==> config.mk <==
export PLATFORM = sky130hd
export DESIGN_NAME = asr_flag_unit
export DESIGN_NICKNAME = d
export VERILOG_FILES = /design/src/rtl/asr_pkg.sv /design/src/rtl/asr_count_sel.sv /design/src/rtl/asr_barrel.sv /design/src/rtl/asr_flag_gen.sv /design/src/rtl/asr_flag_unit.sv
export SDC_FILE = /design/constraint.sdc
export NUM_CORES = 1
export LEC_CHECK = 0
export BUFFER_PORTS_ARGS = -buffer_cell sky130_fd_sc_hd__clkbuf_2
export CAP_MARGIN = 5
export CORE_MARGIN = 2
export CORE_UTILIZATION = 46
export DETAILED_ROUTE_END_ITERATION = 10
export GPL_TIMING_DRIVEN = 0
export MAX_ROUTING_LAYER = met4
export PLACE_DENSITY = 0.8
export SLEW_MARGIN = 20
export SYNTH_ARGS = -nofsm -noshare
export SYNTH_HDL_FRONTEND = slang
export SYNTH_SLANG_ARGS = --single-unit
==> constraint.sdc <==
create_clock -name clk -period 3.91 [get_ports clk]
set_clock_uncertainty 0.15 [all_clocks]
set_input_delay 0.5865 -clock clk [delete_from_list [all_inputs] [get_ports clk]]
set_output_delay 0.5865 -clock clk [all_outputs]
set_load 0.1 [all_outputs]
==> src/rtl/asr_pkg.sv <==
// asr_pkg: shared sizes and flag layout for the arithmetic shift-right unit.
// Assumes a data width that is a power of two.
package asr_pkg;
    localparam int DATA_W = 16;
    localparam int FLAG_N = 3;
    localparam int FLAG_Z = 2;
    localparam int FLAG_V = 1;
    localparam int FLAG_C = 0;

    typedef struct packed {
        logic neg;
        logic zero;
        logic ovf;
        logic carry;
    } ccr_t;
endpackage

==> src/rtl/asr_count_sel.sv <==
// asr_count_sel: turns the immediate or register count into an effective
// shift length of 0..WIDTH. An immediate of 0 maps to WIDTH, and register
// values above WIDTH-1 saturate to WIDTH. Purely combinational.
module asr_count_sel #(
    parameter int WIDTH = 16,
    localparam int IMM_W = $clog2(WIDTH),
    localparam int CNT_W = $clog2(WIDTH) + 1
) (
    input  logic             mode_reg_i,
    input  logic [IMM_W-1:0] imm_i,
    input  logic [WIDTH-1:0] cnt_reg_i,
    output logic [CNT_W-1:0] shamt_o
);
    localparam logic [CNT_W-1:0] FULL = CNT_W'(WIDTH);

    // Select the count source and apply its saturation rule.
    always_comb begin
        if (mode_reg_i) begin
            shamt_o = (cnt_reg_i >= WIDTH'(WIDTH)) ? FULL : cnt_reg_i[CNT_W-1:0];
        end else begin
            shamt_o = (imm_i == '0) ? FULL : {1'b0, imm_i};
        end
    end
endmodule

==> src/rtl/asr_barrel.sv <==
// asr_barrel: logarithmic arithmetic right shifter with sign fill, plus the
// carry taken from the last bit shifted out. Assumes shamt_i <= WIDTH.
// A zero shift length passes the incoming carry through.
module asr_barrel #(
    parameter int WIDTH = 16,
    localparam int IDX_W = $clog2(WIDTH),
    localparam int CNT_W = $clog2(WIDTH) + 1
) (
    input  logic [WIDTH-1:0] opnd_i,
    input  logic [CNT_W-1:0] shamt_i,
    input  logic             carry_i,
    output logic [WIDTH-1:0] result_o,
    output logic             carry_o
);
    logic             sign;
    logic [WIDTH-1:0] stage [CNT_W+1];
    logic [CNT_W-1:0] last_idx;

    assign sign     = opnd_i[WIDTH-1];
    assign stage[0] = opnd_i;

    // One stage per count bit; stage k moves by 2**k places.
    for (genvar k = 0; k < CNT_W; k++) begin : g_stage
        if ((2 ** k) >= WIDTH) begin : g_full
            assign stage[k+1] = shamt_i[k] ? {WIDTH{sign}} : stage[k];
        end else begin : g_part
            assign stage[k+1] = shamt_i[k]
                ? {{(2 ** k){sign}}, stage[k][WIDTH-1:(2 ** k)]}
                : stage[k];
        end
    end

    assign result_o = stage[CNT_W];

    // Pick the last bit shifted out, or keep the old carry for no shift.
    always_comb begin
        last_idx = shamt_i - 1'b1;
        if (shamt_i == '0) carry_o = carry_i;
        else               carry_o = opnd_i[last_idx[IDX_W-1:0]];
    end
endmodule

==> src/rtl/asr_flag_gen.sv <==
// asr_flag_gen: derives N, Z and V from the shifted value and the original
// sign bit; the carry comes in already resolved. Purely combinational.
module asr_flag_gen #(
    parameter int WIDTH = 16
) (
    input  logic             orig_sign_i,
    input  logic [WIDTH-1:0] result_i,
    input  logic             carry_i,
    output asr_pkg::ccr_t    ccr_o
);
    // Assemble the flag record.
    always_comb begin
        ccr_o.neg   = result_i[WIDTH-1];
        ccr_o.zero  = (result_i == '0);
        ccr_o.ovf   = orig_sign_i ^ result_i[WIDTH-1];
        ccr_o.carry = carry_i;
    end
endmodule

==> src/rtl/asr_flag_unit.sv <==
// asr_flag_unit: arithmetic shift-right execution unit. A start strobe
// captures the operation. Result and flags are registered on that edge, and
// done pulses for one cycle. Outputs hold between operations. Synchronous
// active-low reset clears every output.
module asr_flag_unit #(
    parameter int WIDTH = asr_pkg::DATA_W,
    localparam int IMM_W = $clog2(WIDTH),
    localparam int CNT_W = $clog2(WIDTH) + 1
) (
    input  logic             clk,
    input  logic             rst_n,
    input  logic             start_i,
    input  logic             mode_reg_i,
    input  logic [WIDTH-1:0] opnd_i,
    input  logic [IMM_W-1:0] imm_i,
    input  logic [WIDTH-1:0] cnt_reg_i,
    input  logic [3:0]       flags_i,
    output logic [WIDTH-1:0] result_o,
    output logic [3:0]       flags_o,
    output logic             done_o
);
    logic [CNT_W-1:0] shamt;
    logic [WIDTH-1:0] shifted;
    logic             carry_nxt;
    asr_pkg::ccr_t    ccr_nxt;

    asr_count_sel #(.WIDTH(WIDTH)) u_cnt (
        .mode_reg_i (mode_reg_i),
        .imm_i      (imm_i),
        .cnt_reg_i  (cnt_reg_i),
        .shamt_o    (shamt)
    );

    asr_barrel #(.WIDTH(WIDTH)) u_shift (
        .opnd_i   (opnd_i),
        .shamt_i  (shamt),
        .carry_i  (flags_i[asr_pkg::FLAG_C]),
        .result_o (shifted),
        .carry_o  (carry_nxt)
    );

    asr_flag_gen #(.WIDTH(WIDTH)) u_flags (
        .orig_sign_i (opnd_i[WIDTH-1]),
        .result_i    (shifted),
        .carry_i     (carry_nxt),
        .ccr_o       (ccr_nxt)
    );

    // Output registers: load on start, hold otherwise, clear on reset.
    always_ff @(posedge clk) begin
        if (!rst_n) begin
            result_o <= '0;
            flags_o  <= '0;
            done_o   <= 1'b0;
        end else begin
            done_o <= start_i;
            if (start_i) begin
                result_o <= shifted;
                flags_o  <= ccr_nxt;
            end
        end
    end
endmodule

After elaboration in Yosys (flattened, before gate mapping)
Cells that the tools add are included.
Widths: inputs -> output; s select.
{"block": "totals", "ff_bits": 21, "inputBits": 44, "out_inout_bits": 21, "elab_cells": 21}
{"block": "op_classes", "add_sub_neg": 1, "magnitude_cmp": 2, "mux": 11, "bitwise": 1, "n_reduce_logical": 3}
{"operator": "$mux 15", "count": 5}
{"operator": "$ge 16x5->1 const B", "count": 1}
{"operator": "$logic_not 16->1", "count": 1}
{"operator": "$mux 5", "count": 3}
{"operator": "$logic_not 5->1", "count": 1}
{"operator": "$lt 4x5->1 const B", "count": 1}
{"operator": "$bmux 1 s4", "count": 1}
{"operator": "$logic_not 4->1", "count": 1}
{"operator": "$sub 4x1->4 const B", "count": 1}
{"operator": "$mux 1", "count": 2}
{"operator": "$xor 1x1->1", "count": 1}

Longest topological paths before layout
{"block": "depth", "depth_word": 9, "depth_mapped": 12, "ltp_nobuf": 10}

Hierarchy
Synthesis repeated with hierarchy kept, for this count alone.
{"block": "hier_totals", "hier_cells": 232, "hier_area_um2": 2165.8}
{"module": "asr_barrel", "instances": 1, "cells_per_inst": 138, "area_each_um2": 1171.1, "seq_area_each_um2": 0.0}
{"module": "asr_flag_unit", "instances": 1, "cells_per_inst": 67, "area_each_um2": 810.8, "seq_area_each_um2": 420.4}
{"module": "asr_count_sel", "instances": 1, "cells_per_inst": 19, "area_each_um2": 126.4, "seq_area_each_um2": 0.0}
{"module": "asr_flag_gen", "instances": 1, "cells_per_inst": 8, "area_each_um2": 57.6, "seq_area_each_um2": 0.0}

Least setup slack after synthesis
No wires, ideal clock.
{"block": "synth_path", "path_kind": "in2reg", "start": "input cnt_reg_i[7]", "end": "register flags_o[0]", "setup_ps": 120, "arrival_time_ps": 3512, "t_required_ps": 3640, "path_slack_ps": 128, "path_stages": 12, "n_path_buf": 2, "path_cell_list": "or4_1 > buf_2 > o41ai_4 > inv_4 > clkbuf_1 > ha_1 > mux4_2 > mux2_2 > a21oi_1 > o211ai_1 > o211ai_1 > nand2_1"}
{"block": "synth_via", "elab_chain_cells": 7, "elab_cells_between_ends": 8, "cone_classes": "add/sub: 1; order compare: 1; mux: 5; reduce/logical: 1"}
{"item": "start: declaration", "line": "asr_flag_unit.sv:16", "text": "input logic [WIDTH-1:0] cnt_reg_i,"}
{"item": "$ge 16x5->1 *", "line": "asr_count_sel.sv:19", "text": "shamt_o = (cnt_reg_i >= WIDTH'(WIDTH)) ? FULL : cnt_reg_i[CNT_W-1:0];"}
{"item": "$mux 5 *", "line": "asr_count_sel.sv:19"}
{"item": "$mux 5 *", "line": "asr_count_sel.sv:18", "text": "if (mode_reg_i) begin"}
{"item": "$sub 4x1->4", "line": "asr_barrel.sv:37", "text": "last_idx = shamt_i - 1'b1;"}
{"item": "$bmux 1 s4", "line": "asr_barrel.sv:39", "text": "else carry_o = opnd_i[last_idx[IDX_W-1:0]];"}
{"item": "$mux 1 (not written as such)", "line": "asr_barrel.sv:39"}
{"item": "$mux 1 *", "line": "asr_barrel.sv:38", "text": "if (shamt_i == '0) carry_o = carry_i;"}
{"item": "end signal: assignment", "line": "asr_flag_unit.sv:59", "text": "flags_o <= ccr_nxt;"}
{"item": "end: declaration", "line": "asr_flag_unit.sv:19", "text": "output logic [3:0] flags_o,"}
Mark *: on every way between the ends. The rest lies on a longest branch, timed or not. The select of a mux whose other input is x is not followed.
A chain may end at the register's enable or synchronous reset.

Worst setup path after layout
{"block": "layout_path", "start": "input cnt_reg_i[12]", "end": "register flags_o[0]"}
The elaborated chain is that of the path after synthesis.

==> results.ini <==
[status]
outcome=finished clean

[cells_and_area]
stdcell_area_um2=2350
area_growth_pct=22.0
multiInputGateArea_um2=1410
drive_gt1_share_pct=29.6
register_area_um2=380
nFillCells=380
finalNetCount=353
diodes=0

[clock_tree]
hold_buffers=0
cts_htree_levels=1
path_clk_slew_ns=0.07
clkLatencyLatePin_ns=0.26
cts-root-buf=clkbuf_8
numClockSinks=19
clockBufferDepth=2
cts_resized=0
numCtsBuffers=3
postCtsSetupBuffers=2
cts_tree=built

[route]
initialDrtViolationCount=222
firstDrtPassIters=5
route.detailed.drc=0
route.antenna.remaining_nets=0
drt-wirelength-per-cell_um=15.9
num_vias=2206
drt-total-wl_um=5670
viasPerCell=6.18

[synth]
synth_top_family_by_area=compound AO/OA/AOI/OAI gates
synthTopCellsByCount=nand2_1 (32), mux2i_1 (22), dfxtp_1 (19), o21ai_0 (19), a21oi_1 (16)
syn-instance-count=241
synthXorXnorAreaFrac_pct=0.455
ys_ff_latch=19
post-synth-top-count-cell=nand2_1
synth_mux_area_share_pct=18.7
synthArstFlopShare_pct=0
synth_compound_area_share_pct=33.5
ys.flop_type=dfxtp_1
yosys-top-cells-area=dfxtp_1 (20%), mux2i_1 (11%), nand2_1 (6.2%)
synth_top_cell_area_share_pct=19.8
synth_fa_ha_area_share_pct=0.650
avgSynthCellArea_um2=7.98
synth_warnings=0
synth-seq-area-share_pct=19.8
synth.largest_area_cell=dfxtp_1
syn-cell-area_um2=1920
yosys.area_share.simple_pct=20.0
synth_edf_count=0
syn_nets=286
ys_types=59

[power_and_ir_drop]
p_comb_share_pct=49.2
p_total_uw=696
power.switching_uw=314
power.density_nw_per_um2=296
p_sw_share_pct=45.2
internal-power_uw=381
p_leak_uw=0.00112
peakVddDrop_uv=154
p_seq_share_pct=30.9
clkPwrFrac_pct=19.9

[place]
post-dp-hpwl_um=4460
gp_congestion=0.920
numPortBuffers=60
placed_area_um2=2290

[worst_setup_path]
slowest_stage=or4_4
worst_setup_path_start_kind=input pin
critPathArrivalTime_ns=3.76
endpoint_kind=flop
slowest_delay_ns=0.52
worstPathCellList=clkbuf_2 > or4_4 > buf_6 > o41ai_4 > inv_4 > clkbuf_1 > ha_1 > mux4_2 > mux2_2 > a21oi_1 > o211ai_1 > o211ai_1 > nand2_1
crit_type=in2reg
cp_max_fo=10
crit_path_frequent_cell=o211ai_1
worstPathRequired_ns=3.91
worstRegToRegCells=2

[global_routing]
met1_usage_pct=34.7
antenna_found_initial=0
gr-usage-met3_pct=4.87
grt_max_degree=11
grt_usage_pct=26.1
grt_overflow=0
grt.busiest_layer=met2
grt_pass1_vias=1973
grt_pass1_wl_um=9130
use_met2_pct=40.5

[die]
dieWidth_um=68.7
start_util_pct=48.1
core_area_um2=4000
die_height_um=68.7
io_pins=65
rows=23
dieArea_um2=4720

[sta]
fmaxAchievable_mhz=267
period_needed_ns=3.75
maxSlewViolCount=0
period_share_pct=95.9
tightest_slew_ns=0.995
maxSlewHeadroom_pct=33.4
hold_viol=0
setup_viol=0
rsz0062_at_grt=false

[min_path]
min_path_cells=2
hold_class=reg2reg

[job]
maxCapViolCount=0

## cell type report
class | count | area share, %
Buffer | 19 | 4.42
Clock buffer | 4 | 1.92
Inverter | 6 | 1.17
Multi-Input combinational cell | 197 | 60.2
Sequential cell | 19 | 16.2
Tap cell | 50 | 2.67
Timing Repair Buffer | 62 | 13.4
## kinds of logic (layout without fill, tap and decap cells)
kind of cell    Yosys count  count (layout)
compound gates           86              86
simple gates             78              78
mux                      30              30
buf+inv                  25              91
flops                    19              19
fa+ha+maj                 1               1
other cells               1               1
xor+xnor                  1               1
## layout by cell type, fill, tap and decap left out, types with 2 or more instances in the layout
cell	n
clkbuf_2	60
nand2_1	32
mux2i_1	22
o21ai_0	19
dfxtp_1	19
a21oi_1	16
clkbuf_1	13
nor2_1	13
nand2b_1	6
nor4_1	5
a221oi_1	5
o22ai_1	5
nand3_1	5
a31oi_1	5
a211oi_1	4
a22oi_1	4
buf_4	4
buf_6	3
o41ai_4	3
mux2_2	3
inv_1	3
and3_1	3
mux4_2	3
o211ai_1	3
clkbuf_8	3
or4_1	2
buf_2	2
inv_4	2
nor3_1	2
o21a_1	2
and2_1	2
o31ai_1	2
o2111ai_1	2
a32oi_1	2
nor3b_1	2
## power groups by stage
stage / logic (uW) / registers (uW) / clock network (uW)
after floorplan: 156 / 321 / 0
after global placement: 332 / 219 / 0
after detailed placement: 337 / 219 / 0
after CTS: 339 / 215 / 139
after global routing: 366 / 216 / 146
final: 342 / 215 / 138
## critical path, delay by kind of cell
kind / cells / cell delay (ns)
AO/OA/AOI/OAI: 4 / 0.83
multiplexers: 2 / 0.66
buffers and inverters: 4 / 0.63
AND/OR/NAND/NOR: 2 / 0.58
adder cells (fa/ha/maj): 1 / 0.46
## per-layer routing
layer,vias to the layer above,share of wire [%]
met5,-,0
met4,0,1.4
met3,9,7.4
met2,113,46
met1,1017,45
li1,1067,-
## registers in the layout, summed over array words and instances, names as in the netlist
name      flops
flags_o       2
done_o        1
result_o     16
## path summary, 6_finish.rpt
check             slack [ns]          start         end
hold / removal          0.32     flags_o[0]  flags_o[0]
setup / recovery        0.16  cnt_reg_i[12]  flags_o[0]
hold reg to reg         0.32     flags_o[0]  flags_o[0]
setup reg to reg        3.01     flags_o[2]  flags_o[2]
## metrics by stage
step                util (%)  instances  hold WS, ns  setup WS (ns)  setup TNS, ns
floorplan                  -        241        0.670          0.128              0
global placement        57.2        351        0.310         -0.368         -0.425
detailed placement      57.2        351        0.317         -0.406         -0.475
CTS                     58.7        357        0.326          0.187              0
global route            58.7        357        0.351         0.0374              0
finish                  58.7        357        0.318          0.159              0
(Power assumes the default switching activity.)
